### src/rtl/aclink_pwr_pkg.sv
package aclink_pwr_pkg;

    // Link power states; encoding is visible on the link_state port.
    typedef enum logic [1:0] {
        ST_COLD = 2'd0,
        ST_IDLE = 2'd1,
        ST_RUN  = 2'd2,
        ST_PDN  = 2'd3
    } link_st_e;

    // Software-side controls gathered for the state machine.
    typedef struct packed {
        logic release_rst;
        logic frame_en;
        logic pdn_req;
        logic restart_en;
    } link_ctl_s;

    // Total bit periods in one frame: tag slot plus the data slots.
    function automatic int frame_bits(input int tag_bits, input int slot_bits,
                                      input int data_slots);
        return tag_bits + slot_bits * data_slots;
    endfunction

endpackage

### src/rtl/aclink_frame_ctr.sv
module aclink_frame_ctr
    import aclink_pwr_pkg::*;
#(
    parameter int TAG_BITS   = 16,
    parameter int SLOT_BITS  = 20,
    parameter int DATA_SLOTS = 12
) (
    input  logic clk,
    input  logic rst,
    input  logic run,
    output logic last_bit,
    output logic sync
);
    localparam int FRAME_LEN = frame_bits(TAG_BITS, SLOT_BITS, DATA_SLOTS);
    localparam int CNT_W     = $clog2(FRAME_LEN);

    logic [CNT_W-1:0] pos;

    // Position is held at zero outside running, so entry always starts at bit 0.
    always_ff @(posedge clk) begin
        if (rst || !run) begin
            pos <= '0;
        end else if (pos == CNT_W'(FRAME_LEN - 1)) begin
            pos <= '0;
        end else begin
            pos <= pos + 1'b1;
        end
    end

    assign last_bit = run && (pos == CNT_W'(FRAME_LEN - 1));
    assign sync     = run && (pos < CNT_W'(TAG_BITS));

endmodule

### src/rtl/aclink_wake_det.sv
module aclink_wake_det #(
    parameter int FILT_LEN = 2
) (
    input  logic clk,
    input  logic rst,
    input  logic run,
    input  logic last_bit,
    input  logic sdi,
    output logic wake
);
    // hist[0] is the previous sample; hist[FILT_LEN-1] the oldest one kept.
    logic [FILT_LEN-1:0] hist;
    logic                lvl_hit;
    logic                frm_hit;

    generate
        if (FILT_LEN > 1) begin : g_shift
            always_ff @(posedge clk) begin
                if (rst || run) begin
                    hist <= '0;
                end else begin
                    hist <= {hist[FILT_LEN-2:0], sdi};
                end
            end
            assign lvl_hit = !run && sdi && (&hist[FILT_LEN-2:0]) && !hist[FILT_LEN-1];
        end else begin : g_single
            always_ff @(posedge clk) begin
                if (rst || run) begin
                    hist <= '0;
                end else begin
                    hist <= sdi;
                end
            end
            assign lvl_hit = !run && sdi && !hist[0];
        end
    endgenerate

    assign frm_hit = run && last_bit && sdi;
    assign wake    = lvl_hit || frm_hit;

endmodule

### src/rtl/aclink_pwr_fsm.sv
module aclink_pwr_fsm
    import aclink_pwr_pkg::*;
(
    input  logic      clk,
    input  logic      rst,
    input  link_ctl_s ctl,
    input  logic      last_bit,
    input  logic      wake,
    output link_st_e  state
);
    link_st_e nxt;

    always_comb begin
        nxt = state;
        unique case (state)
            ST_COLD: if (ctl.release_rst) nxt = ST_IDLE;
            ST_IDLE: if (ctl.frame_en || (wake && ctl.restart_en)) nxt = ST_RUN;
            ST_RUN:  if (last_bit && ctl.pdn_req) nxt = ST_PDN;
            ST_PDN:  if (wake && ctl.restart_en) nxt = ST_RUN;
            default: nxt = ST_COLD;
        endcase
        if (!ctl.release_rst) nxt = ST_COLD;
    end

    always_ff @(posedge clk) begin
        if (rst) state <= ST_COLD;
        else     state <= nxt;
    end

endmodule

### src/rtl/aclink_pwr_ctrl.sv
module aclink_pwr_ctrl
    import aclink_pwr_pkg::*;
#(
    parameter int TAG_BITS   = 16,
    parameter int SLOT_BITS  = 20,
    parameter int DATA_SLOTS = 12,
    parameter int FILT_LEN   = 2
) (
    input  logic       clk,
    input  logic       rst,
    input  logic       link_release,
    input  logic       frame_en,
    input  logic       pdn_req,
    input  logic       wake_restart_en,
    input  logic       wake_clr,
    input  logic       sdi,
    output logic       codec_rst_n,
    output logic       sync,
    output logic [1:0] link_state,
    output logic       wake_evt,
    output logic       wake_sticky
);
    link_st_e  state;
    link_ctl_s ctl;
    logic      run;
    logic      last_bit;
    logic      wake;

    assign ctl = '{release_rst: link_release, frame_en: frame_en,
                   pdn_req: pdn_req, restart_en: wake_restart_en};
    assign run = (state == ST_RUN);

    aclink_frame_ctr #(
        .TAG_BITS  (TAG_BITS),
        .SLOT_BITS (SLOT_BITS),
        .DATA_SLOTS(DATA_SLOTS)
    ) u_ctr (
        .clk     (clk),
        .rst     (rst),
        .run     (run),
        .last_bit(last_bit),
        .sync    (sync)
    );

    aclink_wake_det #(
        .FILT_LEN(FILT_LEN)
    ) u_wake (
        .clk     (clk),
        .rst     (rst),
        .run     (run),
        .last_bit(last_bit),
        .sdi     (sdi),
        .wake    (wake)
    );

    aclink_pwr_fsm u_fsm (
        .clk     (clk),
        .rst     (rst),
        .ctl     (ctl),
        .last_bit(last_bit),
        .wake    (wake),
        .state   (state)
    );

    always_ff @(posedge clk) begin
        if (rst) begin
            wake_evt    <= 1'b0;
            wake_sticky <= 1'b0;
        end else begin
            wake_evt    <= wake;
            wake_sticky <= wake || (wake_sticky && !wake_clr);
        end
    end

    assign codec_rst_n = (state != ST_COLD);
    assign link_state  = state;

endmodule

### config.mk
export PLATFORM = sky130hd
export DESIGN_NAME = aclink_pwr_ctrl
export DESIGN_NICKNAME = d
export VERILOG_FILES = /design/src/rtl/aclink_pwr_pkg.sv /design/src/rtl/aclink_frame_ctr.sv /design/src/rtl/aclink_wake_det.sv /design/src/rtl/aclink_pwr_fsm.sv /design/src/rtl/aclink_pwr_ctrl.sv
export SDC_FILE = /design/constraint.sdc
export NUM_CORES = 1
export LEC_CHECK = 0
export ABC_AREA = 1
export CORE_UTILIZATION = 50
export DETAILED_ROUTE_END_ITERATION = 12
export HOLD_SLACK_MARGIN = 0.06
export MAX_ROUTING_LAYER = met4
export PLACE_DENSITY = 0.78
export SLEW_MARGIN = 10
export SYNTH_ARGS = -nofsm -noshare
export SYNTH_HDL_FRONTEND = slang
export SYNTH_HIERARCHICAL = 1
export SYNTH_SLANG_ARGS = --single-unit
### constraint.sdc
create_clock -name clk -period 2.6 [get_ports clk]
set_input_delay 0.65 -clock clk [delete_from_list [all_inputs] [get_ports clk]]
set_output_delay 0.65 -clock clk [all_outputs]
set_load 0.005 [all_outputs]
# Word-level counts from Yosys, hierarchy flattened
# Cells that the tools add are included.
# totals
regBits	14
in_bits	8
out_inout_bits	6
wordCells	42
# classes
addsub	1
n_lt_le_gt_ge	1
eq_ne	7
n_mux	4
n_bitwise	1
n_reduce_logical	23
# op_table
cell	count
1-bit logical AND	10
8-bit by 1-bit adder with 8-bit output (second input constant)	1
8-bit == test (second input constant)	1
8-bit by 5-bit less-than comparator with 1-bit output (second input constant)	1
2-bit one-hot mux with 4 select lines	1
2-bit two-way mux	3
2-bit by 1-bit inequality test with 1-bit output (second input constant)	3
1-bit logical OR	5
2-bit == test (second input constant)	2
2-bit OR reduction	2
1-bit logical NOT	3
3-bit AND reduction	1
2-bit by 1-bit == test with 1-bit output (second input constant)	1
2-bit logical NOT	1
2-bit nonzero test	1
1-bit inverter	1

# Logic depth before layout (Yosys ltp)
# Gate-level depths: netlist (run 1).
# depth
word_depth	10
mapped_depth	13
depth_no_buf	13

# Cells and area by module
# Netlist (run 1), hierarchy kept.
# modules_own_cells
mod	instances	cells_per_inst	area_per_inst_um2	seq_area_each_um2
aclink_frame_ctr	1	58	395.4	160.2
aclink_pwr_fsm	1	19	117.6	40.0
aclink_wake_det	1	10	78.8	40.0
aclink_pwr_ctrl	1	11	77.6	40.0

# Worst setup path before layout (run 1)
# Ideal clock, no wire load.
# synth_path
path_kind	register to output
startpoint	register u_fsm.state[1]
endpoint	output sync
t_arrival_ns	0.948
required_ns	1.950
setup_slack_ns	1.002
path_stages_with_launch	5
path_buffers	0
path_cell_list	dfxtp_1 -> inv_1 -> nor2_1 -> nand3_1 -> nor3_1
# synth_via
elab_chain_cells	2
# synth_lines
element	line_no	text
start: declaration	aclink_pwr_fsm.sv:9	output link_st_e state
start signal: assignment	aclink_pwr_fsm.sv:27	else state <= nxt;
2-bit == test	aclink_pwr_ctrl.sv:31	assign run = (state == ST_RUN);
net run	aclink_pwr_ctrl.sv:25	logic run;
1-bit logical AND	aclink_frame_ctr.sv:31	assign sync = run && (pos < CNT_W'(TAG_BITS));
end: declaration	aclink_pwr_ctrl.sv:18	output logic sync,
# The timed path passes the listed nets, and every way through them passes these cells.

# Worst setup path after layout (run 1)
# Ends and elaborated chain as after synthesis.

==> out/results.env, run 1 <==
ROUTE.DETAILED.DRC=0
GRT_ANTENNA_BEFORE_REPAIR=0
HOLD-PATH-CELL-COUNT=1
SETUP_TNS_PS=0
PLACE_HPWL_UM=954
FINAL_DESIGN_AREA_NO_FILL_SQ_UM=860.8
FP.COREAREA_SQ_UM=1171
CPPEAKSTAGEDELAY_PS=530
FIRST_GLOBAL_VIAS=500
WORST-R2R-CELL-COUNT=12
SHARE_CLK_OF_TOTAL_POWER_PCT=37.6
WORSTMARGINPINSLEW_PS=224.0
FLOORPLAN.DIE.HEIGHT_UM=38.59
P_SW_SHARE_PCT=21.62
CLOCK_BUFFER_COUNT_FROM_CTS=3
SYNTH-SEQ-CELLS=14
TIMING.RR.START='u_ctr/pos[0]'
CRITPATHARRIVALTIME_PS=1740
SETUP.WORST_PATH.START_CLASS='register'
CORE.ROWCOUNT=12
TIMING.CRITICAL_PATH.FANOUT_MAX=6
SETUP.REG_TO_REG.WORST_SLACK_PS=890
LARGEST_DELAY_SHARE_FAMILY_WORST_PATH='buffers and inverters'
FINAL_MAX_SLEW_VIOL_COUNT=0
INSERTION_DELAY_PS=280
CP_MAX_STAGE_CELL='sky130_fd_sc_hd__clkdlybuf4s50_1'
FLOORPLAN.DIE_AREA_SQ_UM=1489
CLOCKROOTBUFFER='sky130_fd_sc_hd__clkbuf_4'
SYNTHESIS.NETS=107
PLACE.DETAILED.INSTANCES=125
ROUTED_WIRELENGTH_MM=1.193
GLOBAL_ROUTE.USAGE.MET1_PCT=25.27
RSZ0062_AT_GRT='false'
CTS_HTREE_LEVELS=1
CTS_TREE='done'
POSTSYNTHAREAPERCELL_SQ_UM=6.831
POWERDENSITY_nW_PER_UM2=485.7
LAYOUT.CELLS.MOST_COMMON_LIST='23 x sky130_fd_sc_hd__nand2_1, 19 x sky130_fd_sc_hd__inv_1, 14 x sky130_fd_sc_hd__dfxtp_1'
TOP_CELL_TYPE_S_SHARE_OF_SYNTHESIZED_AREA_PCT=41.87
CAP_VIOLATIONS=0
SYNTHTOLAYOUTAREAGROWTH_PCT=28.60
SYNTHESIS.INSTANCES=98
PRECTSSETUPSLACK_PS=362.9
PLACEMENT.IO_BUFFERS=13
FINAL_MIN_PERIOD_OVER_CLOCK_PERIOD_PCT=92.01
NUM_ANTENNA_CELLS=0
WORSTHOLDENDPOINT='u_ctr/pos[0]'
FIRST_PASS_ITERS=3
GRT-BUSIEST-LAYER='met2'
TIMING.CLOCK.SKEW_PS=0.4543
VDD_DROP_MAX_uV=332.8
POWER_FRAC_SEQ_PCT=53.3
FINISH.NET_COUNT=125
TIMING.FINAL.WS_SETUP_PS=207.7
HOLD_PATH.CLASS='register to register'
OUTCOME='complete, no violations'
CTSHOLDBUFFERS=0
GRT_OVERFLOW=0
SYNTH_LARGEST_AREA_CELL='sky130_fd_sc_hd__dfxtp_1'
SYNTH.DISTINCT_CELLS=17
GRT_FIRST_PASS_WIRELENGTH_MM=1.980
P_LEAK_uW=0.0003160
ROUTABILITYCONGESTION=0.7633
HOLD_VIOLATIONS=0
POWER.NET_SWITCHING_uW=90.37
GLOBALROUTETOTALUTIL_PCT=20.10
POST-CTS-SETUP-BUFFER-COUNT=0
WORST_SLEW_MARGIN_REL_PCT=85.04
WIRE_PER_INST_UM=9.248
WORST_SETUP_PATH_END_KIND='output pin'
FP.DIEW_UM=38.59
R2R_END='u_fsm/state[0]'
FINAL_CORE_UTIL_PCT=73.50
WORST_HOLD_PATH_STARTPOINT='u_ctr/pos[0]'
IO-PIN-COUNT=14
FLOORPLAN.INITIALDENSITY_PCT=57.16
FINALSETUPVIOLCOUNT=0
SYNTH_TOP_CELLS_BY_AREA='sky130_fd_sc_hd__dfxtp_1 42%, sky130_fd_sc_hd__nand2_1 13%, sky130_fd_sc_hd__inv_1 11%, sky130_fd_sc_hd__nor2_1 7.9%, sky130_fd_sc_hd__a21oi_1 4.5%'
POST_SYNTH_INSTANCE_AREA_SQ_UM=669.4
DR_TOTAL_VIAS=600
POSTROUTEANTENNANETS=0
WORST-SETUP-PATH-TYPE='register to output pin'
FINAL_CELL_COUNT_NO_FILL=129
USE_MET3_PCT=5.202
CP.REQUIRED_PS=1950
FRACTION_OF_FINAL_LAYOUT_CELLS_WITH_DRIVE_STRENGTH_GREATER_THAN_1_PCT=11.30
YS_WARN_COUNT=6
GRT_START_MAX_NET_PINS=9
INTERNAL_POWER_uW=327.7
MAX-CLOCK-PATH-BUFFERS=2
NUMCLOCKSINKS=14
LAYOUT_COMMONEST_CELL='sky130_fd_sc_hd__nand2_1'
POST_DP_CELL_AREA_SQ_UM=817.0
CP_CELL_SEQUENCE='inv_1, nor2_4, nand3_1, nor3_1, clkdlybuf4s50_1'
FINAL.MIN_CLOCK_PERIOD_PS=2392
SYNTH_SEQUENTIAL_AREA_RATIO_PCT=41.87
GLOBALROUTEMET2UTIL_PCT=30.83
COMBINATIONALPOWERSHARE_PCT=9.1
CLOCK.FMAX_MHz=418.0
TIMING.CRITICAL_PATH.BUF_INV=2
INITIALDRTVIOLATIONCOUNT=6
CLK_PIN_SLEW_WORST_PATHS_PS=80
VIAS_PER_CELL=4.651
-- worst register-to-register path: stages, from the launching register on --
cell,delay (ps)
sky130_fd_sc_hd__dfxtp_1,380
sky130_fd_sc_hd__ha_1,210
sky130_fd_sc_hd__nand2_2,90
sky130_fd_sc_hd__nor2_2,100
sky130_fd_sc_hd__nand2_1,110
sky130_fd_sc_hd__nor2_1,140
sky130_fd_sc_hd__inv_1,50
sky130_fd_sc_hd__nand2_1,50
sky130_fd_sc_hd__nand2_1,40
sky130_fd_sc_hd__nor2_1,160
sky130_fd_sc_hd__nand2_2,80
sky130_fd_sc_hd__a21oi_1,150
sky130_fd_sc_hd__nor2_1,50
-- per-stage QoR --
step	hold slack, ps	total power [uW]
5_1_grt	493.7	434.6
3_5_place_dp	456.8	265.4
4_1_cts	477.5	424.1
3_3_place_gp	446.0	264.2
6_report	466.9	418.1
2_1_floorplan	429.7	241.8
-- layer usage --
metal	wire, um	vias up
li1	-	330
met1	580	260
met2	561	8
met3	32	2
met4	19	0
met5	0	-
-- sequential cells by signal, indices dropped and copies added (netlist names) --
name / cells
u_ctr/pos: 8
wake_sticky: 1
u_wake/hist: 2
u_fsm/state: 2
wake_evt: 1
-- synthesized netlist by cell type (all sizes together) --
library cell and instances:
a21oi 7, dfxtp 14, ha 1, inv 19, nand2 26, nand3 6
nor2 17, nor3 1, nor3b 2, o21ai 3, or2 1, xnor2 1
-- power groups by stage --
stage          clock [uW]  sequential [uW]  combinational [uW]
4_1_cts               164              222                38.0
2_1_floorplan           0              227                14.7
6_report              157              223                38.0
5_1_grt               169              224                41.8
3_5_place_dp            0              228                37.8
3_3_place_gp            0              227                37.3
-- how the worst max path moves through the flow --
| stage | from | to | slack [ps] | cells after the start |
|---|---|---|---|---|
| 3_3_place_gp | u_fsm/state[1] | sync | 480 | 5 |
| 4_1_cts | u_fsm/state[1] | sync | 40 | 5 |
| 5_1_grt | u_fsm/state[1] | sync | 50 | 5 |
| 3_5_place_dp | u_fsm/state[1] | sync | 360 | 5 |
| 2_1_floorplan | u_fsm/state[1] | sync | 1000 | 4 |
| 6_report | u_fsm/state[1] | sync | 210 | 5 |
-- logic make-up (layout without fill, tap and decap cells) --
kind of cell / Yosys count / count (layout) / synth area share (%)
compound gates: 10 / 10 / 8.037
xor+xnor: 1 / 1 / 1.309
fa+ha+maj: 1 / 1 / 1.869
buf+inv: 19 / 36 / 10.65
flops: 14 / 14 / 41.87
simple gates: 53 / 53 / 36.26
-- repair_timing --
item                                    CTS  global route
endpoints found under the setup margin    0             1
gates resized for setup                   0             2
hold endpoints to repair                  0             0
-- area by class of cell --
cell class / count / area (sq um)
well taps: 14 / 17.52
multi-input cells: 65 / 325.3
repair buffers: 13 / 130.1
flip-flops and latches: 14 / 280.3
inverters: 19 / 71.32
fillers: 92 / 310.3
clock buffers: 4 / 36.28
No activity file was read; power rests on OpenSTA's default activity.
==> run 2, diff against run 1 <==
- CTS_CLUSTER_DIAMETER: unset -> 30
- DONT_BUFFER_PORTS: unset -> 1
- PLACE_DENSITY: 0.78 -> unset
==> run 2 against run 1 <==
Combinational power shrank 56%. Maximum frequency up 18%. Global-route usage shrank 2.8 points. Register-to-register slack worse by 20 ps. Sequential cell count did not move. Total power is 14% lower. Clock power decreased by 24%. Core utilization decreased by 13 points. Die area is the same. Worst hold slack lost 25 ps. Clock skew increased by 1.3 ps. Count of clock-buffer cells in the layout fell by 1. Largest power group unchanged.
==> out/results.env, run 2 (synthesized netlist as in run 1, its figures left out) <==
OUTCOME='complete, no violations'
POSTCTSRESIZEDCELLS=0
FLOORPLAN.DIE_AREA_SQ_UM=1489
NUM_ANTENNA_CELLS=0
ROUTABILITYCONGESTION=0.7448
CAP_VIOLATIONS=0
HOLD_VIOLATIONS=0
VIAS_PER_CELL=4.661
FINISH.NET_COUNT=112
FINAL_DESIGN_AREA_NO_FILL_SQ_UM=709.4
WORST-SETUP-PATH-TYPE='register to output pin'
PRECTSSETUPSLACK_PS=853.3
WIRE_PER_INST_UM=9.435
FLOORPLAN.INITIALDENSITY_PCT=57.16
GLOBALROUTETOTALUTIL_PCT=17.33
FINAL_CELL_COUNT_NO_FILL=115
CLOCKROOTBUFFER='sky130_fd_sc_hd__clkbuf_4'
FILL_CELLS=122
SETUP.WORST_PATH.START_CLASS='register'
TIMING.CRITICAL_PATH.FANOUT_MAX=6
FP.COREAREA_SQ_UM=1171
GRT_START_MAX_NET_PINS=9
FIRST_GLOBAL_VIAS=418
RSZ0062_AT_GRT='false'
SETUP_TNS_PS=0
ROUTE.DETAILED.DRC=0
VDD_DROP_MAX_uV=461.4
FINAL_MIN_PERIOD_OVER_CLOCK_PERIOD_PCT=78.18
FIRST_PASS_ITERS=4
POSTROUTEANTENNANETS=0
LARGEST_REGISTER_FF_COUNT=8
GRT_OVERFLOW=0
FLOORPLAN.DIE.HEIGHT_UM=38.59
HOLD_PATH.CLASS='input port to register'
BIGGEST_REGISTER='u_ctr/pos'
CTSHOLDBUFFERS=0
NUMCLOCKSINKS=14
FP.DIEW_UM=38.59
CLOCK_BUFFER_COUNT_FROM_CTS=3
CTS_TREE='done'
P_LEAK_uW=0.0002603
GRT_ANTENNA_BEFORE_REPAIR=0
ROUTED_WIRELENGTH_MM=1.085
CLOCK.FMAX_MHz=491.9
FINAL_MAX_SLEW_VIOL_COUNT=0
SYNTHTOLAYOUTAREAGROWTH_PCT=5.981
POST_DP_CELL_AREA_SQ_UM=686.9
CP.REQUIRED_PS=1950
PLACEMENT.IO_BUFFERS=0
IO-PIN-COUNT=14
MAX-CLOCK-PATH-BUFFERS=2
TIMING.FINAL.WS_SETUP_PS=567.2
FINAL_CORE_UTIL_PCT=60.58
WORST_SLEW_MARGIN_REL_PCT=78.35
WORST_SETUP_PATH_END_KIND='output pin'
LAYOUT_COMMONEST_CELL='sky130_fd_sc_hd__nand2_1'
CTS_HTREE_LEVELS=1
CRITPATHARRIVALTIME_PS=1380
POST-CTS-SETUP-BUFFER-COUNT=0
TIMING.CLOCK.SKEW_PS=1.772
CORE.ROWCOUNT=12
FINAL.MIN_CLOCK_PERIOD_PS=2033
LAYOUT.CELLS.MOST_COMMON_LIST='23 x sky130_fd_sc_hd__nand2_1, 19 x sky130_fd_sc_hd__inv_1, 14 x sky130_fd_sc_hd__nor2_1, 14 x sky130_fd_sc_hd__dfxtp_1, 6 x sky130_fd_sc_hd__a21oi_1'
PLACE_HPWL_UM=797.5
POWERDENSITY_nW_PER_UM2=505.1
PLACE.DETAILED.INSTANCES=112
CLK_PIN_SLEW_WORST_PATHS_PS=80
WORSTMARGINPINSLEW_PS=323.6
DR_TOTAL_VIAS=536
FINALSETUPVIOLCOUNT=0
REG.LARGEST.LIST='u_ctr/pos: 8 flops, u_fsm/state: 2 flops, u_wake/hist: 2 flops'
FRACTION_OF_FINAL_LAYOUT_CELLS_WITH_DRIVE_STRENGTH_GREATER_THAN_1_PCT=10.89
INSERTION_DELAY_PS=270
GRT_FIRST_PASS_WIRELENGTH_MM=1.649
INITIALDRTVIOLATIONCOUNT=3
## run 2: routing by layer
metal / wire (um) / global-route usage, %
met1: 588 / 22.22
met2: 437 / 21.67
met3: 43 / 8.092
met4: 16 / 10.34
met5: 0 / -
## run 2: path summary, 6_finish.rpt
path	start	to	slack (ps)	depth (start not counted)
worst max-delay path	u_fsm/state[1]	sync	570	4
worst min-delay path	rst	u_wake/hist[0]	440	1
worst max register to register	u_ctr/pos[0]	u_fsm/state[0]	870	12
worst min register to register	u_ctr/pos[0]	u_ctr/pos[0]	470	1
## run 2: critical path, cell delays in order, from the launching register on
cell and delay, ps:
sky130_fd_sc_hd__dfxtp_1 440, sky130_fd_sc_hd__inv_1 60, sky130_fd_sc_hd__nor2_1 270, sky130_fd_sc_hd__nand3_1 120, sky130_fd_sc_hd__nor3_1 220
## run 2: report_power, final
| part | switching (uW) | total [uW] | internal [uW] | leakage (uW) |
|---|---|---|---|---|
| registers | 4.00 | 223 | 219 | 0.000114 |
| logic | 9.70 | 16.8 | 7.10 | 0.000133 |
| clock network | 65.0 | 119 | 53.6 | 0.0000138 |
| total | 78.7 | 358 | 280 | 0.000260 |
## run 2: stage by stage
| stage | hold slack (ps) | total power (uW) |
|---|---|---|
| floorplan | 429.7 | 241.8 |
| CTS | 429.2 | 367.1 |
| finish | 442.0 | 358.3 |
| global placement | 447.4 | 244.6 |
| global route | 427.1 | 375.3 |
| detailed placement | 454.1 | 244.8 |
## run 2: area by class of cell
class,instances,area [sq um],share of cell area [%]
Sequential cell,14,280.3,39.51
Inverter,19,71.32,10.05
Multi-Input combinational cell,65,317.8,44.80
Clock buffer,3,22.52,3.175
Tap cell,14,17.52,2.469
